`config.mk`:
```
export PLATFORM = sky130hd
export DESIGN_NAME = uart_fe_top
export DESIGN_NICKNAME = d
export VERILOG_FILES = /design/src/rtl/uart_fe_pkg.sv /design/src/rtl/uart_fe_apb_fsm.sv /design/src/rtl/uart_fe_rx_fifo.sv /design/src/rtl/uart_fe_evt.sv /design/src/rtl/uart_fe_top.sv
export SDC_FILE = /design/constraint.sdc
export NUM_CORES = 1
export LEC_CHECK = 0
export BUFFER_PORTS_ARGS = -buffer_cell sky130_fd_sc_hd__buf_2
export CAP_MARGIN = 15
export CORE_MARGIN = 8
export CORE_UTILIZATION = 51
export DETAILED_ROUTE_END_ITERATION = 8
export GPL_TIMING_DRIVEN = 0
export PLACE_DENSITY = 0.71
export SETUP_SLACK_MARGIN = 0.1
export SLEW_MARGIN = 20
export SYNTH_ARGS = -nofsm -noshare
export SYNTH_HDL_FRONTEND = slang
export SYNTH_SLANG_ARGS = --single-unit
```
`constraint.sdc`:
```
create_clock -name clk -period 3.2 [get_ports clk]
set_input_delay 0.16 -clock clk [delete_from_list [all_inputs] [get_ports clk]]
set_output_delay 0.16 -clock clk [all_outputs]
set_load 0.02 [all_outputs]
```
`src/rtl/uart_fe_pkg.sv`:
```
package uart_fe_pkg;
    localparam int ADDR_W = 5;

    localparam logic [ADDR_W-1:0] A_DATA    = 5'h00;
    localparam logic [ADDR_W-1:0] A_DATA_B3 = 5'h03;
    localparam logic [ADDR_W-1:0] A_STAT    = 5'h04;
    localparam logic [ADDR_W-1:0] A_CTRL    = 5'h08;

    localparam int SB_READY = 0;
    localparam int SB_TSE   = 1;
    localparam int SB_TFE   = 2;
    localparam int SB_OVR   = 4;
    localparam int SB_RHALF = 8;
    localparam int SB_RFULL = 10;

    localparam int CB_RXEN = 0;
    localparam int CB_TXEN = 1;
    localparam int CB_RXIE = 2;
    localparam int CB_TXIE = 3;

    typedef enum logic [1:0] {PH_IDLE, PH_SETUP, PH_ACCESS} apb_phase_e;
endpackage

```
`src/rtl/uart_fe_apb_fsm.sv`:
```
module uart_fe_apb_fsm
    import uart_fe_pkg::*;
(
    input  logic clk,
    input  logic rst_n,
    input  logic psel,
    input  logic penable,
    input  logic pwrite,
    output logic rd_stb,
    output logic wr_stb
);
    apb_phase_e state_q, state_d;

    always_ff @(posedge clk) begin
        if (!rst_n) state_q <= PH_IDLE;
        else        state_q <= state_d;
    end

    always_comb begin
        state_d = state_q;
        unique case (state_q)
            PH_IDLE:   if (psel && !penable) state_d = PH_SETUP;
            PH_SETUP:  if (psel && penable)  state_d = PH_ACCESS;
                       else if (!psel)       state_d = PH_IDLE;
            PH_ACCESS: if (psel && !penable) state_d = PH_SETUP;
                       else                  state_d = PH_IDLE;
            default:   state_d = PH_IDLE;
        endcase
    end

    // Action strobes: one per SETUP -> ACCESS transition
    always_comb begin
        rd_stb = 1'b0;
        wr_stb = 1'b0;
        if (state_q == PH_SETUP && psel && penable) begin
            rd_stb = !pwrite;
            wr_stb = pwrite;
        end
    end
endmodule

```
`src/rtl/uart_fe_rx_fifo.sv`:
```
module uart_fe_rx_fifo #(
    parameter int DEPTH = 16,
    parameter int W     = 8
) (
    input  logic             clk,
    input  logic             rst_n,
    input  logic             push,
    input  logic [W-1:0]     wdata,
    input  logic             pop,
    output logic [W-1:0]     rdata,
    output logic             empty,
    output logic             full,
    output logic             half,
    output logic [$clog2(DEPTH+1)-1:0] count
);
    localparam int PTR_W = (DEPTH > 1) ? $clog2(DEPTH) : 1;
    localparam int CNT_W = $clog2(DEPTH+1);
    localparam logic [PTR_W-1:0] LAST = PTR_W'(DEPTH - 1);
    localparam logic [CNT_W-1:0] CAP  = CNT_W'(DEPTH);
    localparam logic [CNT_W-1:0] HALF = CNT_W'(DEPTH / 2);

    logic [W-1:0]     mem [DEPTH];
    logic [PTR_W-1:0] wr_ptr, rd_ptr;
    logic             do_push, do_pop;

    assign empty   = (count == '0);
    assign full    = (count == CAP);
    assign half    = (count >= HALF);
    assign do_push = push && !full;
    assign do_pop  = pop && !empty;
    assign rdata   = mem[rd_ptr];

    always_ff @(posedge clk) begin
        if (do_push) mem[wr_ptr] <= wdata;
    end

    always_ff @(posedge clk) begin
        if (!rst_n) begin
            wr_ptr <= '0;
            rd_ptr <= '0;
            count  <= '0;
        end else begin
            if (do_push) wr_ptr <= (wr_ptr == LAST) ? '0 : wr_ptr + PTR_W'(1);
            if (do_pop)  rd_ptr <= (rd_ptr == LAST) ? '0 : rd_ptr + PTR_W'(1);
            if (do_push && !do_pop)      count <= count + CNT_W'(1);
            else if (do_pop && !do_push) count <= count - CNT_W'(1);
        end
    end
endmodule

```
`src/rtl/uart_fe_evt.sv`:
```
module uart_fe_evt (
    input  logic       clk,
    input  logic       rst_n,
    input  logic       tx_fire,
    input  logic [7:0] tx_byte,
    input  logic       rx_push,
    input  logic       rx_ie,
    input  logic       tx_ie,
    output logic       tx_valid,
    output logic [7:0] tx_data,
    output logic       irq
);
    always_ff @(posedge clk) begin
        if (!rst_n) begin
            tx_valid <= 1'b0;
            tx_data  <= '0;
            irq      <= 1'b0;
        end else begin
            tx_valid <= tx_fire;
            if (tx_fire) tx_data <= tx_byte;
            irq <= (rx_push && rx_ie) || (tx_fire && tx_ie);
        end
    end
endmodule

```
`src/rtl/uart_fe_top.sv`:
```
module uart_fe_top
    import uart_fe_pkg::*;
#(
    parameter int RX_DEPTH = 16
) (
    input  logic        clk,
    input  logic        rst_n,
    input  logic        psel,
    input  logic        penable,
    input  logic        pwrite,
    input  logic [4:0]  paddr,
    input  logic [31:0] pwdata,
    output logic [31:0] prdata,
    output logic        pready,
    output logic        pslverr,
    input  logic        rx_valid,
    input  logic [7:0]  rx_data,
    output logic        rx_ready,
    output logic        tx_valid,
    output logic [7:0]  tx_data,
    output logic        irq
);
    localparam int CNT_W = $clog2(RX_DEPTH+1);

    logic             rd_stb, wr_stb;
    logic [31:0]      ctrl_q;
    logic             ovr_q;
    logic [7:0]       q_head;
    logic             q_empty, q_full, q_half;
    logic [CNT_W-1:0] fifo_cnt;
    logic             is_data, pop_go, rx_take, push_go, drop_go, tx_fire;
    logic [31:0]      stat_v;

    uart_fe_apb_fsm u_fsm (
        .clk(clk), .rst_n(rst_n), .psel(psel), .penable(penable),
        .pwrite(pwrite), .rd_stb(rd_stb), .wr_stb(wr_stb)
    );

    assign is_data = (paddr == A_DATA) || (paddr == A_DATA_B3);
    assign pop_go  = rd_stb && is_data && !q_empty;
    assign rx_take = rx_valid && ctrl_q[CB_RXEN];
    assign push_go = rx_take && !q_full;
    assign drop_go = rx_take && q_full;
    assign tx_fire = wr_stb && is_data && ctrl_q[CB_TXEN];

    uart_fe_rx_fifo #(.DEPTH(RX_DEPTH), .W(8)) u_rxq (
        .clk(clk), .rst_n(rst_n), .push(push_go), .wdata(rx_data),
        .pop(pop_go), .rdata(q_head), .empty(q_empty), .full(q_full),
        .half(q_half), .count(fifo_cnt)
    );

    uart_fe_evt u_evt (
        .clk(clk), .rst_n(rst_n), .tx_fire(tx_fire), .tx_byte(pwdata[7:0]),
        .rx_push(push_go), .rx_ie(ctrl_q[CB_RXIE]), .tx_ie(ctrl_q[CB_TXIE]),
        .tx_valid(tx_valid), .tx_data(tx_data), .irq(irq)
    );

    always_ff @(posedge clk) begin
        if (!rst_n) begin
            ctrl_q <= '0;
            ovr_q  <= 1'b0;
        end else begin
            if (wr_stb && paddr == A_CTRL) ctrl_q <= pwdata;
            if (drop_go)
                ovr_q <= 1'b1;
            else if (wr_stb && paddr == A_STAT && pwdata[SB_OVR])
                ovr_q <= 1'b0;
        end
    end

    always_comb begin
        stat_v           = '0;
        stat_v[SB_READY] = !q_empty;
        stat_v[SB_TSE]   = 1'b1;
        stat_v[SB_TFE]   = 1'b1;
        stat_v[SB_OVR]   = ovr_q;
        stat_v[SB_RHALF] = q_half;
        stat_v[SB_RFULL] = q_full;
    end

    always_comb begin
        prdata = '0;
        if (rd_stb) begin
            case (paddr)
                A_DATA, A_DATA_B3: prdata = q_empty ? 32'd0 : {24'd0, q_head};
                A_STAT:            prdata = stat_v;
                A_CTRL:            prdata = ctrl_q;
                default:           prdata = '0;
            endcase
        end
    end

    assign rx_ready = !q_full;
    assign pready   = 1'b1;
    assign pslverr  = 1'b0;
endmodule

```
==> results.cfg <==
[grt]
gr-usage-met1_pct = 23.70
number_of_global_route_vias_before_repair = 5190
initial_antenna_violation_count = 1
globalRouteOverflowTotal = 0
global_route.usage.met2_pct = 31.39
busiest_layer = met2
grt_first_pass_wirelength_um = 28370
groute.layer.met3.usage_pct = 4.321
track_usage_pct = 18.75
grt_max_degree = 22

[synthesis]
synth_edf_count = 128
syn_area_mm2 = 0.007999
area_fraction_in_and_or_nand_and_nor_cells_after_synthesis_pct = 12.54
netlist_instances = 567
synth_mux_area_share_pct = 9.557
net_count_after_synthesis = 628
ys_seq_elements = 190
fraction_of_the_mapped_netlist_area_in_compound_gates_pct = 8.947
postSynth.asyncResetShare_pct = 0
post-synth-top-area-fraction_pct = 48.05
synth_largest_area_cell = sky130_fd_sc_hd__edfxtp_1
main_flop_type_after_synthesis = sky130_fd_sc_hd__edfxtp_1
synth_top_family_by_area = simple AND/OR/NAND/NOR gates
synth-adder-area-share_pct = 1.658
synth.yosys.seq_area_share_pct = 63.57
synth.top_cells.by_count = 128 x sky130_fd_sc_hd__edfxtp_1, 89 x sky130_fd_sc_hd__nand2_1, 62 x sky130_fd_sc_hd__dfxtp_1
post_synth_xor_area_fraction_pct = 0.7665
yosys.cell_types.count = 51
syn_avg_cell_area_um2 = 14.11
yosysMostFrequentCell = sky130_fd_sc_hd__edfxtp_1
ys.warnings.count = 0
synth_area_leaders = sky130_fd_sc_hd__edfxtp_1 48%, sky130_fd_sc_hd__dfxtp_1 16%, sky130_fd_sc_hd__mux4_2 8.4%, sky130_fd_sc_hd__nand2_1 4.2%, sky130_fd_sc_hd__a21boi_2 2.8%

[drt]
via_per_inst = 5.462
detail_route.iter0.violations = 440
final_antenna_net_count = 0
vias = 5129
dr_pass1_iterations = 4
finalWirelength_um = 18130
route.detailed.drc = 0
routedWlPerCell_um = 19.31

[clocking]
numClockSinks = 190
cts_tree = built
cts-root-buf = sky130_fd_sc_hd__clkbuf_16
clkTransAtPathRegs_ns = 0.08
ctsLongestPathBuffers = 2
cts_max_level = 4
clock_latency_ns = 0.44
tritoncts.num_buffers = 17

[pwr]
vdd_ir_drop_max_mv = 0.4064
p_total_mw = 4.856
static-leakage-power_nw = 3.507
cellPowerDensity_mw_per_mm2 = 499.6

[setup_path]
startpoint_type = flip-flop
worstReg2RegStart = u_rxq.count[0]$_SDFFE_PN0P_
cp-end-kind = flip-flop
critical_path_arrival_ns = 3.27
timing_worst_setup_path_type = reg -> reg
timing.reg2reg.worst_path_depth = 13
r2r_setup_slk_ns = 0.29
worst-endpoint-required_ns = 3.55
path_max_fanout = 10
rr_endpoint = u_rxq.count[4]$_SDFFE_PN0P_

[place]
post-dp-hpwl_um = 12700
gp_congestion = 0.8119
place.port_buffers = 92
numPlacedInstances = 871
dpl_cell_area_mm2 = 0.008756

[floorplan]
dieHeight_um = 141.2
ioPinCount = 96
initial_core_util_pct = 52.42
core_mm2 = 0.01526
die_area_mm2 = 0.01995
rows = 45
fp.dieW_um = 141.2

[sta]
slew_headroom_pct = 49.74
worstMarginPinSlew_ns = 0.7506
hold_violation_total_from_the_final_report = 1
slew_viol_final = 0
final.setup.tns_ns = 0
fin_worst_hold_slack_ns = -0.001767
min_period_ns = 2.915
skew_ns = 0.01508
maxClockFrequency_mhz = 343.1
report.final.setup_viol = 0
rsz_0062_raised_after_global_routing = no
layout_worst_path_cycle_share_pct = 91.08

[run_status]
run_status = finished, violations left
violations = hold timing

[worst_hold_path]
whs_endpoint = ctrl_q[0]$_SDFFE_PN0P_
min-delay-path-class = in -> reg
worstHoldStart = pwdata[0]
hold_depth = 3

[layout]
final_area_mm2 = 0.009719
areaGrowthSynthToFinish_pct = 21.51
num-fill-cells = 1110
drive_gt1_share_pct = 31.64
finalNonFillerCells = 939
design.final.nets = 775

[flow_run]
drv.max_cap_violation_count = 0
-- cell families after synthesis --
kind of cell               Yosys count
AOI/OAI and AO/OA                   90
adders and majority gates           10
xor gates and xnor gates             7
other                                2
DFF                                190
buffers and inverters               41
and+or+nand+nor                    193
muxes                               34
-- cell usage in the layout, fill, tap and decap left out, types with 3 or more instances in the layout --
cell and n:
sky130_fd_sc_hd__a21boi_2 20, sky130_fd_sc_hd__and3_1 28, sky130_fd_sc_hd__buf_2 100, sky130_fd_sc_hd__mux4_1 3, sky130_fd_sc_hd__xnor2_1 4, sky130_fd_sc_hd__a22oi_1 17, sky130_fd_sc_hd__and2_1 11, sky130_fd_sc_hd__buf_4 7
sky130_fd_sc_hd__a21oi_1 8, sky130_fd_sc_hd__inv_6 3, sky130_fd_sc_hd__buf_6 4, sky130_fd_sc_hd__nor2b_1 9, sky130_fd_sc_hd__mux4_2 30, sky130_fd_sc_hd__inv_8 4, sky130_fd_sc_hd__nand3_1 4, sky130_fd_sc_hd__nand2_1 89
sky130_fd_sc_hd__nor3b_2 6, sky130_fd_sc_hd__o21ai_1 4, sky130_fd_sc_hd__dlygate4sd3_1 32, sky130_fd_sc_hd__a21boi_1 11, sky130_fd_sc_hd__clkbuf_16 17, sky130_fd_sc_hd__a21boi_0 13, sky130_fd_sc_hd__clkinv_8 4, sky130_fd_sc_hd__dfxtp_1 60
sky130_fd_sc_hd__a22o_1 4, sky130_fd_sc_hd__and4_1 5, sky130_fd_sc_hd__o21ai_0 5, sky130_fd_sc_hd__nand2_2 20, sky130_fd_sc_hd__ha_1 9, sky130_fd_sc_hd__nor2_1 10, sky130_fd_sc_hd__clkbuf_1 17, sky130_fd_sc_hd__xor2_1 3
sky130_fd_sc_hd__inv_1 5, sky130_fd_sc_hd__edfxtp_1 128
-- timing repair --
| action | in CTS | in global routing |
|---|---|---|
| endpoints found under the hold margin | 34 | 0 |
| gates resized for setup | 0 | 5 |
| buffers inserted | 0 | 3 |
| hold buffers | 32 | 0 |
| endpoints found under the setup margin | 0 | 1 |
-- registers in the layout, indices dropped and copies added (netlist names), named ones only --
signal and flops:
u_evt.tx_data 8, u_rxq.mem 128, u_rxq.wr_ptr 4, u_evt.tx_valid 1, ovr_q 1, ctrl_q 32
u_rxq.count 5, u_fsm.state_q 2, u_rxq.rd_ptr 4, u_evt.irq 1
-- metrics by stage --
stage / worst slack (ns) / util, % / hold slack, ns
4_1_cts: 0.1242 / 63.46 / 0.0009008
2_1_floorplan: 0.4860 / - / 0.2385
6_report: 0.2853 / 63.70 / -0.001767
3_3_place_gp: 0.2049 / 57.17 / 0.3386
5_1_grt: 0.09443 / 63.70 / 0.004663
3_5_place_dp: 0.1539 / 57.38 / 0.3512
-- metal layers --
metal | part of all wire, % | vias up
li1 | - | 2413
met1 | 42 | 2526
met2 | 50 | 168
met3 | 6.6 | 22
met4 | 1.5 | 0
met5 | 0 | -
-- critical path, cell delays in order, from the launching register on --
cell and delay, ns:
sky130_fd_sc_hd__dfxtp_2 0.35, sky130_fd_sc_hd__nor3_2 0.27, sky130_fd_sc_hd__nand2_1 0.17, sky130_fd_sc_hd__nand3_2 0.18, sky130_fd_sc_hd__inv_1 0.09, sky130_fd_sc_hd__clkbuf_4 0.20
sky130_fd_sc_hd__ha_1 0.22, sky130_fd_sc_hd__inv_1 0.15, sky130_fd_sc_hd__ha_1 0.29, sky130_fd_sc_hd__a21o_1 0.18, sky130_fd_sc_hd__a21oi_1 0.17, sky130_fd_sc_hd__xnor2_1 0.10
sky130_fd_sc_hd__or3_1 0.30, sky130_fd_sc_hd__a21boi_0 0.16
-- final cells by class --
type | instances | area, µm² | area share, %
multi-input cells | 336 | 2716 | 27.95
plain buffers | 36 | 212.7 | 2.188
clock buffers | 17 | 425.4 | 4.377
diodes | 1 | 2.502 | 0.02575
inverters | 5 | 18.77 | 0.1931
clock inverters | 15 | 181.4 | 1.867
well taps | 211 | 264.0 | 2.716
flip-flops and latches | 190 | 5087 | 52.34
repair buffers | 128 | 810.8 | 8.342
-- where the power goes --
part | internal, mW | switching [mW]
Clock | 1.07 | 1.04
Sequential | 2.61 | 0.000691
Combinational | 0.0656 | 0.0665
Total | 3.75 | 1.11
-- how the worst max path moves through the flow --
stage	from	to	slack [ns]	cells past startpoint
after global placement	u_rxq.count[0]$_SDFFE_PN0P_	u_rxq.mem[8][5]$_DFFE_PP_	0.20	7
after floorplan	u_rxq.count[0]$_SDFFE_PN0P_	u_rxq.count[4]$_SDFFE_PN0P_	0.49	13
after detailed placement	u_rxq.count[0]$_SDFFE_PN0P_	u_rxq.count[4]$_SDFFE_PN0P_	0.15	13
after global routing	u_rxq.count[0]$_SDFFE_PN0P_	u_rxq.count[4]$_SDFFE_PN0P_	0.09	13
final	u_rxq.count[0]$_SDFFE_PN0P_	u_rxq.count[4]$_SDFFE_PN0P_	0.29	13
after CTS	u_rxq.count[0]$_SDFFE_PN0P_	u_rxq.count[4]$_SDFFE_PN0P_	0.12	13
(Power assumes the default switching activity.)
